===== src/rtl/dlw_pkg.sv =====
package dlw_pkg;

  localparam int DATA_W = 32;
  localparam int WORDS  = 2 * DATA_W;
  localparam int IDX_W  = $clog2(WORDS);

  typedef enum logic [2:0] {
    ST_IDLE,
    ST_WRITE,
    ST_RREQ,
    ST_RWAIT,
    ST_EVAL,
    ST_DONE
  } dlw_state_e;

  // Value written to word index idx of a chunk: even = inverted one-hot, odd = one-hot.
  function automatic logic [DATA_W-1:0] walk_word(input logic [IDX_W-1:0] idx);
    logic [DATA_W-1:0] onehot;
    onehot = {{(DATA_W-1){1'b0}}, 1'b1} << idx[IDX_W-1:1];
    return idx[0] ? onehot : ~onehot;
  endfunction

  // Bits of a read word that disagree with what was written.
  function automatic logic [DATA_W-1:0] miss_bits(input logic [DATA_W-1:0] got,
                                                  input logic [IDX_W-1:0]  idx);
    return got ^ walk_word(idx);
  endfunction

endpackage


===== src/rtl/dlw_accum.sv =====
module dlw_accum
  import dlw_pkg::*;
(
  input  logic              clk,
  input  logic              rst_n,
  input  logic              clr,
  input  logic              acc_en,
  input  logic [IDX_W-1:0]  idx,
  input  logic [DATA_W-1:0] rdata,
  output logic [DATA_W-1:0] mask,
  output logic              mask_nz
);

  logic [DATA_W-1:0] mask_q;

  always_ff @(posedge clk or negedge rst_n) begin
    if (!rst_n) begin
      mask_q <= '0;
    end else if (clr) begin
      mask_q <= '0;
    end else if (acc_en) begin
      mask_q <= mask_q | miss_bits(rdata, idx);
    end
  end

  assign mask    = mask_q;
  assign mask_nz = |mask_q;

  // inside a chunk the mask never loses a bit
  a_r3_mask_grows: assert property (@(posedge clk) disable iff (!rst_n)
    (acc_en && !clr) |=> ((mask_q | $past(mask_q)) == mask_q));

  // a chunk starts from an empty mask
  a_r3_mask_cleared: assert property (@(posedge clk) disable iff (!rst_n)
    clr |=> (mask_q == '0));

endmodule


===== src/rtl/dlw_seq.sv =====
module dlw_seq
  import dlw_pkg::*;
#(
  parameter int ADDR_W      = 32,
  parameter int CHUNK_BYTES = 256
) (
  input  logic              clk,
  input  logic              rst_n,
  input  logic              start,
  input  logic [ADDR_W-1:0] start_addr,
  input  logic [ADDR_W-1:0] region_bytes,
  input  logic              mem_gnt,
  input  logic              mem_rvalid,
  input  logic              mask_nz,
  output dlw_state_e        state,
  output logic [IDX_W-1:0]  idx,
  output logic [ADDR_W-1:0] base,
  output logic              ev_start,
  output logic              ev_wr_acc,
  output logic              ev_rd_data,
  output logic              chunk_clr,
  output logic              done,
  output logic              pass
);

  localparam logic [ADDR_W:0]    STEP     = (ADDR_W+1)'(CHUNK_BYTES);
  localparam logic [IDX_W-1:0]   LAST_IDX = IDX_W'(WORDS - 1);

  dlw_state_e        state_q, state_d;
  logic [IDX_W-1:0]  idx_q, idx_d;
  logic [ADDR_W-1:0] base_q, base_d;
  logic [ADDR_W:0]   limit_q, limit_d;
  logic              done_q, done_d, pass_q, pass_d;
  logic [ADDR_W:0]   next_base;
  logic              more, last_word, ev_rd_acc, advance;

  assign next_base  = {1'b0, base_q} + STEP;
  assign more       = next_base < limit_q;
  assign last_word  = (idx_q == LAST_IDX);
  assign ev_start   = start && (state_q == ST_IDLE || state_q == ST_DONE);
  assign ev_wr_acc  = (state_q == ST_WRITE) && mem_gnt;
  assign ev_rd_acc  = (state_q == ST_RREQ) && mem_gnt;
  assign ev_rd_data = (state_q == ST_RWAIT) && mem_rvalid;
  assign advance    = (state_q == ST_EVAL) && !mask_nz && more;
  assign chunk_clr  = ev_start || advance;

  always_comb begin
    state_d = state_q;
    idx_d   = idx_q;
    base_d  = base_q;
    limit_d = limit_q;
    done_d  = done_q;
    pass_d  = pass_q;
    unique case (state_q)
      ST_IDLE, ST_DONE: begin
        if (ev_start) begin
          state_d = ST_WRITE;
          idx_d   = '0;
          base_d  = start_addr;
          limit_d = {1'b0, start_addr} + {1'b0, region_bytes};
          done_d  = 1'b0;
          pass_d  = 1'b0;
        end
      end
      ST_WRITE: begin
        if (ev_wr_acc) begin
          if (last_word) begin
            idx_d   = '0;
            state_d = ST_RREQ;
          end else begin
            idx_d = idx_q + 1'b1;
          end
        end
      end
      ST_RREQ: begin
        if (ev_rd_acc) state_d = ST_RWAIT;
      end
      ST_RWAIT: begin
        if (ev_rd_data) begin
          if (last_word) begin
            idx_d   = '0;
            state_d = ST_EVAL;
          end else begin
            idx_d   = idx_q + 1'b1;
            state_d = ST_RREQ;
          end
        end
      end
      ST_EVAL: begin
        if (mask_nz) begin
          state_d = ST_DONE;
          done_d  = 1'b1;
          pass_d  = 1'b0;
        end else if (more) begin
          base_d  = next_base[ADDR_W-1:0];
          state_d = ST_WRITE;
        end else begin
          state_d = ST_DONE;
          done_d  = 1'b1;
          pass_d  = 1'b1;
        end
      end
      default: state_d = ST_IDLE;
    endcase
  end

  always_ff @(posedge clk or negedge rst_n) begin
    if (!rst_n) begin
      state_q <= ST_IDLE;
      idx_q   <= '0;
      base_q  <= '0;
      limit_q <= '0;
      done_q  <= 1'b0;
      pass_q  <= 1'b0;
    end else begin
      state_q <= state_d;
      idx_q   <= idx_d;
      base_q  <= base_d;
      limit_q <= limit_d;
      done_q  <= done_d;
      pass_q  <= pass_d;
    end
  end

  assign state = state_q;
  assign idx   = idx_q;
  assign base  = base_q;
  assign done  = done_q;
  assign pass  = pass_q;

  // a faulty chunk ends the run as a failure
  a_r4_stop_on_fault: assert property (@(posedge clk) disable iff (!rst_n)
    (state_q == ST_EVAL && mask_nz) |=> (done_q && !pass_q && state_q == ST_DONE));

  // a new chunk begins exactly one chunk above the previous one
  a_r5_base_step: assert property (@(posedge clk) disable iff (!rst_n)
    (state_q == ST_EVAL && !mask_nz && more) |=>
      ({1'b0, base_q} == {1'b0, $past(base_q)} + STEP));

  // done is held until a start is accepted
  a_r8_done_hold: assert property (@(posedge clk) disable iff (!rst_n)
    (done_q && !start) |=> done_q);

  // an accepted start drops done
  a_r8_start_clears: assert property (@(posedge clk) disable iff (!rst_n)
    ev_start |=> !done_q);

  // a start while running leaves the region untouched
  a_r8_busy_start_ignored: assert property (@(posedge clk) disable iff (!rst_n)
    (start && state_q != ST_IDLE && state_q != ST_DONE) |=> $stable(limit_q));

endmodule


===== src/rtl/dlw_port.sv =====
module dlw_port
  import dlw_pkg::*;
#(
  parameter int ADDR_W = 32
) (
  input  dlw_state_e        state,
  input  logic [IDX_W-1:0]  idx,
  input  logic [ADDR_W-1:0] base,
  output logic              mem_req,
  output logic              mem_we,
  output logic [ADDR_W-1:0] mem_addr,
  output logic [DATA_W-1:0] mem_wdata
);

  assign mem_req   = (state == ST_WRITE) || (state == ST_RREQ);
  assign mem_we    = (state == ST_WRITE);
  assign mem_addr  = base + ADDR_W'({idx, 2'b00});
  assign mem_wdata = walk_word(idx);

endmodule


===== src/rtl/dline_walker.sv =====
module dline_walker
  import dlw_pkg::*;
#(
  parameter int CHUNK_BYTES = 256
) (
  input  logic        clk,
  input  logic        rst_n,
  input  logic        start,
  input  logic [31:0] start_addr,
  input  logic [31:0] region_bytes,
  output logic        mem_req,
  output logic        mem_we,
  output logic [31:0] mem_addr,
  output logic [31:0] mem_wdata,
  input  logic        mem_gnt,
  input  logic [31:0] mem_rdata,
  input  logic        mem_rvalid,
  output logic        done,
  output logic        pass,
  output logic [31:0] fault_mask,
  output logic [31:0] chunk_addr
);

  localparam int ADDR_W = 32;
  localparam int BEAT_W = IDX_W + 1;

  dlw_state_e        state;
  logic [IDX_W-1:0]  idx;
  logic [ADDR_W-1:0] base;
  logic              ev_start, ev_wr_acc, ev_rd_data, chunk_clr, mask_nz;

  dlw_seq #(.ADDR_W(ADDR_W), .CHUNK_BYTES(CHUNK_BYTES)) u_seq (
    .clk(clk), .rst_n(rst_n), .start(start), .start_addr(start_addr),
    .region_bytes(region_bytes), .mem_gnt(mem_gnt), .mem_rvalid(mem_rvalid),
    .mask_nz(mask_nz), .state(state), .idx(idx), .base(base),
    .ev_start(ev_start), .ev_wr_acc(ev_wr_acc), .ev_rd_data(ev_rd_data),
    .chunk_clr(chunk_clr), .done(done), .pass(pass)
  );

  dlw_accum u_acc (
    .clk(clk), .rst_n(rst_n), .clr(chunk_clr), .acc_en(ev_rd_data),
    .idx(idx), .rdata(mem_rdata), .mask(fault_mask), .mask_nz(mask_nz)
  );

  dlw_port #(.ADDR_W(ADDR_W)) u_port (
    .state(state), .idx(idx), .base(base), .mem_req(mem_req),
    .mem_we(mem_we), .mem_addr(mem_addr), .mem_wdata(mem_wdata)
  );

  assign chunk_addr = base;

  // Independent count of granted writes in the current chunk, used by the checks.
  logic [BEAT_W-1:0] wr_beats;
  logic              rd_open;
  always_ff @(posedge clk or negedge rst_n) begin
    if (!rst_n) begin
      wr_beats <= '0;
      rd_open  <= 1'b0;
    end else begin
      if (chunk_clr)      wr_beats <= '0;
      else if (ev_wr_acc) wr_beats <= wr_beats + 1'b1;
      if (mem_req && !mem_we && mem_gnt) rd_open <= 1'b1;
      else if (mem_rvalid)               rd_open <= 1'b0;
    end
  end

  // reads of a chunk only after all of its writes
  a_r2_write_before_read: assert property (@(posedge clk) disable iff (!rst_n)
    (mem_req && !mem_we) |-> (wr_beats == BEAT_W'(WORDS)));

  // word-aligned addresses
  a_r1_aligned: assert property (@(posedge clk) disable iff (!rst_n)
    mem_req |-> (mem_addr[1:0] == 2'b00));

  // an ungranted request stays put
  a_r7_hold_request: assert property (@(posedge clk) disable iff (!rst_n)
    (mem_req && !mem_gnt) |=> (mem_req && $stable(mem_we) && $stable(mem_addr) && $stable(mem_wdata)));

  // one read outstanding at a time
  a_r7_single_read: assert property (@(posedge clk) disable iff (!rst_n)
    rd_open |-> !mem_req);

  // a pass always carries a clean mask
  a_r6_pass_clean: assert property (@(posedge clk) disable iff (!rst_n)
    (done && pass) |-> (fault_mask == '0));

  // a failure always carries a mask
  a_r4_fail_has_mask: assert property (@(posedge clk) disable iff (!rst_n)
    (done && !pass) |-> (fault_mask != '0));

endmodule


===== config.mk =====
export PLATFORM = sky130hd
export DESIGN_NAME = dline_walker
export DESIGN_NICKNAME = d
export VERILOG_FILES = /design/src/rtl/dlw_pkg.sv /design/src/rtl/dlw_accum.sv /design/src/rtl/dlw_seq.sv /design/src/rtl/dlw_port.sv /design/src/rtl/dline_walker.sv
export SDC_FILE = /design/constraint.sdc
export NUM_CORES = 1
export LEC_CHECK = 0
export BUFFER_PORTS_ARGS = -buffer_cell sky130_fd_sc_hd__buf_2
export CORE_MARGIN = 5
export CORE_UTILIZATION = 40
export DETAILED_ROUTE_END_ITERATION = 8
export GPL_ROUTABILITY_DRIVEN = 1
export HOLD_SLACK_MARGIN = 0.05
export MAX_ROUTING_LAYER = met4
export PLACE_DENSITY = 0.65
export SLEW_MARGIN = 20
export SYNTH_ARGS = -nofsm -noshare
export SYNTH_HDL_FRONTEND = slang
export SYNTH_SLANG_ARGS = --single-unit
export TNS_END_PERCENT = 100

===== constraint.sdc =====
create_clock -name clk -period 4.45 [get_ports clk]
set_input_delay 0.2225 -clock clk [delete_from_list [all_inputs] [get_ports clk]]
set_output_delay 0.2225 -clock clk [all_outputs]
set_load 0.005 [all_outputs]

# Word level (Yosys, flattened, before mapping)
# Cells that the tools add are included.
[totals] ram_bits=0 romBits=0 latch_bits=0 out_inout_bits=132 wordCells=78 mem_count=0 inputBits=101 regBits=108
[classes] n_shift=1 add_sub_neg=4 magnitude_cmp=1 mul=0 n_eq_ne=14 reduce_logical=21 bitwise_logic=3 n_mux=27 div=0
[ops] cell="32-bit 2-to-1 mux" n=6
[ops] cell="32-bit one-hot mux with 2 select lines" n=1
[ops] cell="32-bit by 32-bit adder with 33-bit output" n=1
[ops] cell="32-bit by 9-bit adder with 33-bit output (second input constant)" n=1
[ops] cell="33-bit < comparator" n=1
[ops] cell="32-bit by 8-bit adder with 32-bit output" n=1
[ops] cell="32-bit NOT" n=1
[ops] cell="32-bit bitwise OR" n=1
[ops] cell="32-bit OR reduction" n=1
[ops] cell="1-bit by 5-bit left shift with 32-bit output (first input constant)" n=1
[ops] cell="32-bit bitwise XOR" n=1
[ops] cell="3-bit 2-to-1 mux" n=8
[ops] cell="6-bit 2-to-1 mux" n=4
[ops] cell="6-bit one-hot mux with 3 select lines" n=1
[ops] cell="3-bit one-hot mux with 5 select lines" n=1
[ops] cell="2-bit by 1-bit != test with 1-bit output (second input constant)" n=4
[ops] cell="4-bit AND reduction" n=2
[ops] cell="6-bit by 1-bit adder with 6-bit output (second input constant)" n=1
[ops] cell="3-bit by 2-bit equality test with 1-bit output (second input constant)" n=2
[ops] cell="3-bit equality test (second input constant)" n=2
[ops] cell="6-bit equality test (second input constant)" n=1
[ops] cell="1-bit logical AND" n=6
[ops] cell="2-bit != test (second input constant)" n=3
[ops] cell="5-bit AND reduction" n=1
[ops] cell="12 further kinds" n=19

# Longest topological paths before layout
# Gate-level depths: netlist of the first run.
[logic_depth] ltp_word=7 ltp_mapped=19 depth_no_buf=16

# Hierarchy
# Synthesis of the first run repeated with hierarchy kept, for this count alone.
[unflattened] cells_unflattened=1184 hier_area_um2=9862.0
[modules_own_cells] mod="dlw_seq" cells_per_inst=729 area_per_inst_um2=6132.1 instances=1 seq_area_each_um2=1901.8
[modules_own_cells] mod="dlw_accum" cells_per_inst=244 area_per_inst_um2=2293.4 instances=1 seq_area_each_um2=800.8
[modules_own_cells] mod="dlw_port" cells_per_inst=211 area_per_inst_um2=1436.4 instances=1 seq_area_each_um2=0.0

# Worst setup path after synthesis of the first run
# OpenSTA, ideal clock, no wires.
[synth_path] path_kind="reg2reg" from="register u_seq.base_q[8] (netlist: u_seq.base[8])" to="register u_acc.mask_q[10] (netlist: u_acc.mask[10])" path_stages_with_launch=20 setup_time_ps=132 period_less_slack_ps=4404 arrival_ps=4273 t_required_ps=4318 setup_slack_ps=46 path_buffers=3 cell_sequence="dfrtp_1 > ha_1 > nand3_2 > or4_4 > buf_6 > nor2_8 > and3_4 > nand3_4 > xnor2_1 > ha_1 > a21o_1 > a21o_1 > a21oi_1 > nor2_1 > nor4_1 > o311ai_1 > clkbuf_1 > a21oi_1 > clkbuf_1 > nor2_1"
[synth_between] elab_chain_cells=5 elab_cells_between_ends=6 classes_between="add/sub: 1; order compare: 1; mux: 1; reduce/logical: 3"
[synth_lines] item="from (decl)" line="dlw_seq.sv:31" rtl="logic [ADDR_W-1:0] base_q, base_d;"
[synth_lines] item="from (signal assigned)" line="dlw_seq.sv:118" rtl="base_q <= base_d;"
[synth_lines] item="32-bit by 9-bit adder with 33-bit output (*)" line="dlw_seq.sv:37" rtl="assign next_base = {1'b0, base_q} + STEP;"
[synth_lines] item="33-bit < comparator (*)" line="dlw_seq.sv:38" rtl="assign more = next_base < limit_q;"
[synth_lines] item="1-bit logical AND (*)" line="dlw_seq.sv:44" rtl="assign advance = (state_q == ST_EVAL) && !mask_nz && more;"
[synth_lines] item="1-bit logical OR (*)" line="dlw_seq.sv:45" rtl="assign chunk_clr = ev_start || advance;"
[synth_lines] item="32-bit 2-to-1 mux or 2-bit nonzero test (tied branches)"
[synth_lines] item="to (signal assigned)" line="dlw_accum.sv:22" rtl="mask_q <= mask_q | miss_bits(rdata, idx);"
[synth_lines] item="to (decl)" line="dlw_accum.sv:14" rtl="logic [DATA_W-1:0] mask_q;"
# Every way passes the cells marked *; elsewhere a longest branch is shown, timed or not.
# A chain may end at the register's enable or synchronous reset.

# Worst setup path in the final report of the first run
[layout_path] from="register u_seq.base_q[9] (netlist: u_seq.base[9])" to="register u_seq.base_q[9] (netlist: u_seq.base[9])"
[layout_between] elab_chain_cells=4 elab_cells_between_ends=7 classes_between="add/sub: 1; order compare: 1; eq/ne: 1; mux: 3; reduce/logical: 1"
[layout_lines] item="32-bit by 9-bit adder with 33-bit output (*)" line="dlw_seq.sv:37"
[layout_lines] item="33-bit < comparator or 32-bit 2-to-1 mux (tied branches)" line="dlw_seq.sv:38, dlw_seq.sv:94"
[layout_lines] item="2-bit by 1-bit != test with 1-bit output (no line) or 32-bit 2-to-1 mux (tied branches)"
[layout_lines] item="4-bit AND reduction (no line) or 32-bit one-hot mux with 2 select lines (tied branches)"
# Every way passes the cells marked *; elsewhere a longest branch is shown, timed or not. The select of a mux whose other input is x is not followed.

==> results of run 1 <==
[placed cells by master (no fill, tap or decap), types with 16 or more instances in the layout]
master and instances:
buf_2 231, nand4_1 17, a21o_1 30, ha_1 72, xor2_1 74, dfrtp_1 107
and3_1 16, buf_4 28, nor2_1 106, nand3_1 69, nand2_1 119, xnor2_1 60
nor4_1 22, inv_1 53, a21oi_1 82, nor3_1 22, o21ai_0 51
[kinds of logic after synthesis]
family	Yosys count	synth area share
muxes	2	0.00219
DFF	108	0.296
and+or+nand+nor	428	0.225
xor gates and xnor gates	134	0.128
AOI/OAI and AO/OA	265	0.189
adders and majority gates	74	0.103
buffers and inverters	129	0.0568
[power breakdown]
group | internal, W | switching [W] | total, W
Sequential | 0.00114 | 0.000250 | 0.00139
Clock | 0.000401 | 0.000407 | 0.000808
Combinational | 0.00100 | 0.00136 | 0.00236
[registers in the layout (all words and copies together) (netlist names)]
name	cells
u_seq.state	3
u_seq.idx	6
u_seq.limit_q	33
u_acc.mask	32
u_seq.done	1
u_seq.base	32
u_seq.pass	1
[worst register-to-register path, stage by stage, from the launching register on]
cell,delay [ps]
dfrtp_1,360
ha_1,230
nand3_2,110
or4_4,630
nor2_8,200
and3_4,230
nand3_4,100
or2_4,280
xnor2_1,140
ha_1,300
nand4_1,120
or3_1,440
a21o_1,230
o311ai_4,110
buf_4,220
a21oi_2,80
buf_12,200
a2bb2oi_1,140
[path summary, 6_finish.rpt]
path                                               from                      endpoint  slack (ps)  depth (start not counted)
min in group asynchronous                         rst_n     u_seq.base[1]$_DFFE_PN0P_         460                          2
max in group asynchronous                         rst_n      u_seq.idx[0]$_DFFE_PN0P_        2810                          3
min reg2reg                u_seq.limit_q[0]$_DFFE_PN0P_  u_seq.limit_q[0]$_DFFE_PN0P_         480                          2
max                           u_seq.base[9]$_DFFE_PN0P_     u_seq.base[9]$_DFFE_PN0P_         200                         17
max reg2reg                   u_seq.base[9]$_DFFE_PN0P_     u_seq.base[9]$_DFFE_PN0P_         200                         17
min                                       start_addr[2]     u_seq.base[2]$_DFFE_PN0P_          80                          3
[synth_stat cells, types with 7 or more instances]
library cell and count:
nor2_1 109, o21ai_0 51, o21a_1 7, clkbuf_1 56
and3_1 17, nor2b_1 9, xnor2_1 60, dfrtp_1 108
nand3_1 69, a311o_1 15, xor2_1 74, nand2_1 119
a21o_1 30, a21oi_1 84, o31ai_1 7, a31oi_1 9
nor3_1 23, nand4_1 17, nor4_1 23, o21bai_1 7
buf_1 7, ha_1 72, inv_1 53, nand2b_1 11
[layer usage]
| layer | up-vias | routed length (um) | global-route usage |
|---|---|---|---|
| li1 | 4430 | - | - |
| met1 | 4251 | 13500 | 0.304 |
| met2 | 296 | 13200 | 0.354 |
| met3 | 26 | 1760 | 0.0263 |
| met4 | 0 | 423 | 0.0547 |
| met5 | - | 0 | - |
[through the flow]
| stage | hold WS [ps] | util |
|---|---|---|
| final | 81.1 | 0.484 |
| after detailed placement | 348 | 0.470 |
| after floorplan | -73.1 | - |
| after CTS | 73.4 | 0.483 |
| after global routing | 112 | 0.484 |
| after global placement | 348 | 0.470 |
[layout make-up]
cell class,instances,share of cell area
Multi-Input combinational cell,903,0.546
Sequential cell,108,0.247
Timing Repair Buffer,262,0.129
Tap cell,285,0.0326
Clock buffer,10,0.0219
Inverter,53,0.0182
Clock inverter,6,0.00435
Antenna cell,1,0.000229
[what timing repair did]
| item | in CTS | in global routing |
|---|---|---|
| hold endpoints to repair | 57 | 0 |
| setup endpoints to repair | 0 | 54 |
| gates resized for setup | 0 | 5 |
| setup buffers | 0 | 0 |
| hold buffers | 1 | 0 |
==> impl_metrics.ini, run 1 <==
[outcome]
outcome = finished clean

[logic_synthesis]
synth.net_count = 1315
ys_async_sr_fraction = 1.00
synth_top_area_share = 0.296
ys_seq_area_frac = 0.296
synth_area_sq_um = 9140
synthTopCellsByArea = dfrtp_1, ha_1, xor2_1, xnor2_1, nand2_1
synth_seq_cells = 108
synth_ff_type = dfrtp_1
yosysTopAreaCell = dfrtp_1
ys.warnings.count = 0
netlist_instances = 1140
yosysUniqueCellTypes = 70
avgSynthCellArea_sq_um = 8.02
synth-edff-count = 0

[floorplanning]
dieArea_sq_um = 26000
io_pins = 233
initial_core_util = 0.405
die_w_um = 161
coreArea_sq_um = 22600
rows = 55
die_y_um = 161

[cts]
cts.sinks = 108
cts_max_path_buffers = 2
h-tree-depth = 3
clock_latency_ps = 370
cts_made_buffers = 9
cts_tree = yes
cts.clk_slew.worst_paths_ps = 80
cts_root_buffer = clkbuf_16

[global_route]
grt_pass1_vias = 8527
grt_usage = 0.222
antenna_found_initial = 0
grt_overflow = 0
grt_start_max_net_pins = 59
grt_pass1_wl_mm = 45.8

[pwr]
power_w = 0.00456
leakagePower_nw = 5.37
vdd.ir_drop.worst_uv = 377
power.density_nw_per_um2 = 417

[place]
io_buffers = 232
placed_area_sq_um = 10600
place_congestion = 0.941
pre_cts_slack_ps = 112
dp_hpwl_mm = 22.2
placed_cells_incl_taps = 1610

[sta]
fmax_mhz = 235
hold_viol_final = 0
slew_viol_final = 0
period_minus_slack_ps = 4250
fin_crit_sh = 0.954
relSlewSlack = 0.322
timing.final.ws_setup_ps = 203
setup_violations = 0
fin_skew_ps = 11.5
rsz0062_at_grt = false
fin_tns_setup_ps = 0
worstMarginPinSlew_ps = 1010

[routing]
wire_per_inst_um = 17.8
ant_nets = 0
drt_wl_total_mm = 28.9
drtPass1Iterations = 5
viasPerCell = 5.53
vias = 9003
drtIter0Drc = 825
drc = 0

[finish]
ff_latch_area_sq_um = 2700
drive_gt1_frac = 0.224
nets = 1512
multi_input_area_sq_um = 5970
stdcell_count = 1628
area_growth_pct = 19.5
fin_area_sq_um = 10900
fill_cells = 2245

[critical_path]
end_kind = register
max_stage_delay_ps = 630
cpLargestDelayFamily = simple AND/OR/NAND/NOR gates
critPathMaxFanout = 34
crit_chain = ha_1 > nand3_2 > or4_4 > nor2_8 > and3_4 > nand3_4 > or2_4 > xnor2_1 > ha_1 > nand4_1 > or3_1 > a21o_1 > o311ai_4 > buf_4 > a21oi_2 > buf_12 > a2bb2oi_1
slowest_stage = or4_4
crit_top_cell = ha_1
arrival_ps = 4470
crit_buf_inv = 2
worstPathRequired_ps = 4680
start_kind = register
worstSetupPathType = reg2reg

[flow_run]
maxCapViolations = 0

[min_path]
worstHoldPathType = in2reg
Note: power is estimated with default switching activity, not from simulation.
==> run 2: changes to the inputs <==
Settings changed: CORE_UTILIZATION 40 to 50, PLACE_DENSITY 0.65 to 0.79.
==> impl_metrics.ini, run 2 (synthesis results as in run 1) <==
[floorplanning]
die_y_um = 145
io_pins = 233
rows = 49
die_w_um = 145
coreArea_sq_um = 18000
dieArea_sq_um = 21100
initial_core_util = 0.509

[finish]
stdcell_count = 1573
ff_latch_area_sq_um = 2700
largest-register = u_seq.limit_q
nets = 1512
multi_input_area_sq_um = 5970
final_common_cell = buf_2
layout_common_cells = buf_2, nand2_1, nor2_1, dfrtp_1, a21oi_1
largest_reg_flops = 33
fill_cells = 1646
drive_gt1_frac = 0.224
area_growth_pct = 19.4
fin_area_sq_um = 10900

[critical_path]
max_stage_delay_ps = 630
arrival_ps = 4480
worstPathRequired_ps = 4700
end_kind = register
crit_chain = ha_2 > nand3_2 > or4_4 > nor2_8 > and3_4 > nand3_4 > or2_4 > xnor2_1 > ha_1 > nand4_1 > or3_1 > o311ai_4 > buf_4 > nor4_1 > a311o_1
slowest_stage = or4_4
worstSetupPathType = reg2reg
critPathMaxFanout = 15
crit_buf_inv = 1
cpLargestDelayFamily = simple AND/OR/NAND/NOR gates
start_kind = register

[min_path]
worstHoldPathType = in2reg

[routing]
drc = 0
drtIter0Drc = 907
ant_nets = 0
vias = 9218
viasPerCell = 5.86
drtPass1Iterations = 5
wire_per_inst_um = 17.9
drt_wl_total_mm = 28.2

[sta]
fmax_mhz = 236
slew_viol_final = 0
worstMarginPinSlew_ps = 758
timing.final.ws_setup_ps = 217
fin_crit_sh = 0.951
fin_skew_ps = 8.90
setup_violations = 0
period_minus_slack_ps = 4230
hold_viol_final = 0
relSlewSlack = 0.494

[cts]
cts_root_buffer = clkbuf_16
h-tree-depth = 3
cts_made_buffers = 9
cts.sinks = 108
postCtsSetupRepairBufs = 0
clock_latency_ps = 360
cts.clk_slew.worst_paths_ps = 80
cts_tree = yes
cts_max_path_buffers = 2

[outcome]
outcome = finished clean

[flow_run]
maxCapViolations = 0

[global_route]
grt_start_max_net_pins = 82
grt_usage = 0.261
grt_pass1_vias = 8625
grt_overflow = 0
antenna_found_initial = 0
grt_pass1_wl_mm = 44.7

[place]
placed_area_sq_um = 10500
dp_hpwl_mm = 21.5
io_buffers = 232
placed_cells_incl_taps = 1553
pre_cts_slack_ps = 239
place_congestion = 0.947

[pwr]
leakagePower_nw = 5.39
vdd.ir_drop.worst_uv = 320
power.density_nw_per_um2 = 422
power_w = 0.00461
[run 2: cell count changes in the layout (fill, tap and decap cells not counted), sizes merged]
cell    delta
diode      +1
clkbuf     +2
inv        -2
bufinv     +1
buf        -1
[run 2: final timing paths]
| path | from | endpoint | slack, ps | cells past startpoint |
|---|---|---|---|---|
| max | u_seq.base[9]$_DFFE_PN0P_ | u_seq.base[29]$_DFFE_PN0P_ | 220 | 15 |
| min | start_addr[4] | u_seq.base[4]$_DFFE_PN0P_ | 70 | 3 |
| max reg2reg | u_seq.base[9]$_DFFE_PN0P_ | u_seq.base[29]$_DFFE_PN0P_ | 220 | 15 |
| min reg2reg | u_seq.limit_q[0]$_DFFE_PN0P_ | u_seq.limit_q[0]$_DFFE_PN0P_ | 470 | 2 |
| max in group asynchronous | rst_n | u_seq.base[23]$_DFFE_PN0P_ | 3050 | 3 |
| min in group asynchronous | rst_n | u_seq.base[1]$_DFFE_PN0P_ | 460 | 2 |
[run 2: timing repair]
action / CTS / global route
gates resized for setup: 0 / 5
hold buffers: 0 / 1
setup endpoints to repair: 0 / 54
hold endpoints to repair: 0 / 80
[run 2: per-layer routing]
metal | vias up | wire length [um] | GRT usage
li1 | 4421 | - | -
met1 | 4280 | 11800 | 0.344
met2 | 446 | 13200 | 0.409
met3 | 71 | 2320 | 0.0443
met4 | 0 | 877 | 0.0919
met5 | - | 0 | -
[run 2: final cells by class]
type	count	share of cell area
Clock inverter	5	0.00550
Timing Repair Buffer	262	0.132
Clock buffer	11	0.0231
Multi-Input combinational cell	903	0.547
Tap cell	229	0.0262
Inverter	53	0.0182
Sequential cell	108	0.248
Antenna cell	2	0.000458
[run 2: worst reg2reg max path: stages (launching register included)]
cell	delay [ps]
dfrtp_1	360
ha_2	220
nand3_2	100
or4_4	630
nor2_8	180
and3_4	220
nand3_4	100
or2_4	280
xnor2_1	130
ha_1	300
nand4_1	120
or3_1	440
o311ai_4	370
buf_4	270
nor4_1	80
a311o_1	330
[run 2: per-stage QoR]
stage               setup TNS [ps]  utilization  hold WS (ps)
floorplan                        0            -         -73.1
global placement                 0        0.587           437
detailed placement               0        0.587           451
CTS                              0        0.604          72.9
global route                 -7.17        0.608          85.3
finish                           0        0.608          74.7
[run 2: power by group]
part / switching [W] / internal (W) / total (W) / leakage, nW
sequential: 0.000250 / 0.00114 / 0.00139 / 1.37
clock: 0.000388 / 0.000469 / 0.000857 / 0.152
combinational: 0.00135 / 0.00101 / 0.00236 / 3.87
total: 0.00199 / 0.00262 / 0.00461 / 5.39
==> run 3: changes to the inputs <==
==> constraint.sdc (replaced) <==
create_clock -name clk -period 4.45 [get_ports clk]
set_input_delay 0.445 -clock clk [delete_from_list [all_inputs] [get_ports clk]]
set_output_delay 0.445 -clock clk [all_outputs]
set_load 0.005 [all_outputs]
==> impl_metrics.ini, run 3 (synthesis results as in run 1) <==
[global_route]
grt_overflow = 0
grt_pass1_wl_mm = 44.8
grt_start_max_net_pins = 47
grt_pass1_vias = 8690
grt_usage = 0.261
antenna_found_initial = 0

[place]
io_buffers = 232
placed_area_sq_um = 10500
placed_cells_incl_taps = 1553
dp_hpwl_mm = 21.6
place_congestion = 0.976

[floorplanning]
io_pins = 233
die_w_um = 145
coreArea_sq_um = 18000
rows = 49
dieArea_sq_um = 21100
initial_core_util = 0.509
die_y_um = 145

[critical_path]
start_kind = register
end_kind = register
worstPathRequired_ps = 4660
worstSetupPathType = reg2reg
arrival_ps = 4440
critPathMaxFanout = 39

[cts]
cts.clk_slew.worst_paths_ps = 70
postCtsSetupRepairBufs = 0
cts_root_buffer = clkbuf_16
cts_tree = yes
cts_made_buffers = 9
cts.sinks = 108
h-tree-depth = 3
cts_max_path_buffers = 2
clock_latency_ps = 350

[routing]
drc = 0
drtIter0Drc = 876
viasPerCell = 5.86
wire_per_inst_um = 17.8
drt_wl_total_mm = 28.0
vias = 9203
drtPass1Iterations = 5
ant_nets = 0

[sta]
worstMarginPinSlew_ps = 937
fin_crit_sh = 0.951
relSlewSlack = 0.375
period_minus_slack_ps = 4230
setup_violations = 0
hold_viol_final = 0
rsz0062_at_grt = false
slew_viol_final = 0
fin_skew_ps = 8.27
fin_tns_setup_ps = 0
fmax_mhz = 236

[pwr]
power.density_nw_per_um2 = 414
leakagePower_nw = 5.37
power_w = 0.00450
vdd.ir_drop.worst_uv = 382

[finish]
antenna_cells = 0
layout_common_cells = buf_2, nand2_1, nor2_1, dfrtp_1, a21oi_1
largest_reg_flops = 33
multi_input_area_sq_um = 5970
ff_latch_area_sq_um = 2700
largest-register = u_seq.limit_q
final_common_cell = buf_2
fin_area_sq_um = 10900
fill_cells = 1630
nets = 1512
area_growth_pct = 18.9
stdcell_count = 1571
drive_gt1_frac = 0.222

[outcome]
outcome = finished clean

[min_path]
worstHoldPathType = in2reg

[flow_run]
maxCapViolations = 0
run 3: per-stage QoR:
stage	hold slack [ps]	setup WS [ps]	util
5_1_grt	310	25.7	0.605
4_1_cts	305	185	0.602
2_1_floorplan	149	45.6	-
3_3_place_gp	359	293	0.587
6_report	309	218	0.605
3_5_place_dp	366	207	0.587
run 3: routing by layer:
metal	up-vias	track usage	routed length, um
met5	-	-	0
met4	0	0.0779	648
met3	52	0.0412	2170
met2	408	0.413	13200
met1	4326	0.349	12000
li1	4417	-	-
run 3: cell type report:
type	instances	area share
clock buffers	12	0.0227
clock inverters	4	0.00230
inverters	53	0.0183
multi-input cells	903	0.550
flip-flops and latches	108	0.249
well taps	229	0.0264
repair buffers	262	0.132
run 3: path summary, 6_finish.rpt:
check | from | to | slack (ps) | cells after the start
max in group asynchronous | rst_n | u_seq.idx[0]$_DFFE_PN0P_ | 3030 | 3
min | start_addr[4] | u_seq.base[4]$_DFFE_PN0P_ | 310 | 3
min in group asynchronous | rst_n | u_seq.base[1]$_DFFE_PN0P_ | 530 | 2
min reg2reg | u_seq.limit_q[0]$_DFFE_PN0P_ | u_seq.limit_q[0]$_DFFE_PN0P_ | 470 | 2
max | u_seq.base[9]$_DFFE_PN0P_ | u_seq.base[9]$_DFFE_PN0P_ | 220 | 16
max reg2reg | u_seq.base[9]$_DFFE_PN0P_ | u_seq.base[9]$_DFFE_PN0P_ | 220 | 16
run 3: timing repair:
| action | 4_1_cts | 5_1_grt |
|---|---|---|
| hold endpoints to repair | 22 | 0 |
| endpoints found under the setup margin | 0 | 49 |
| hold buffers | 1 | 0 |
| gates resized for setup | 0 | 4 |
run 3: report_power, final:
group	total (W)	switching, W	internal (W)
combinational	0.00234	0.00135	0.000996
sequential	0.00139	0.000247	0.00114
clock	0.000765	0.000370	0.000394
run 3: critical path, cell delays in order, from the launching register on:
cell,delay (ps)
dfrtp_1,360
ha_2,220
nand3_2,100
or4_4,630
nor2_8,180
and3_4,220
nand3_4,100
or2_4,280
xnor2_1,130
ha_1,300
nand4_1,120
or3_1,430
o311ai_4,340
buf_12,250
a21oi_4,110
buf_12,180
a2bb2oi_1,130
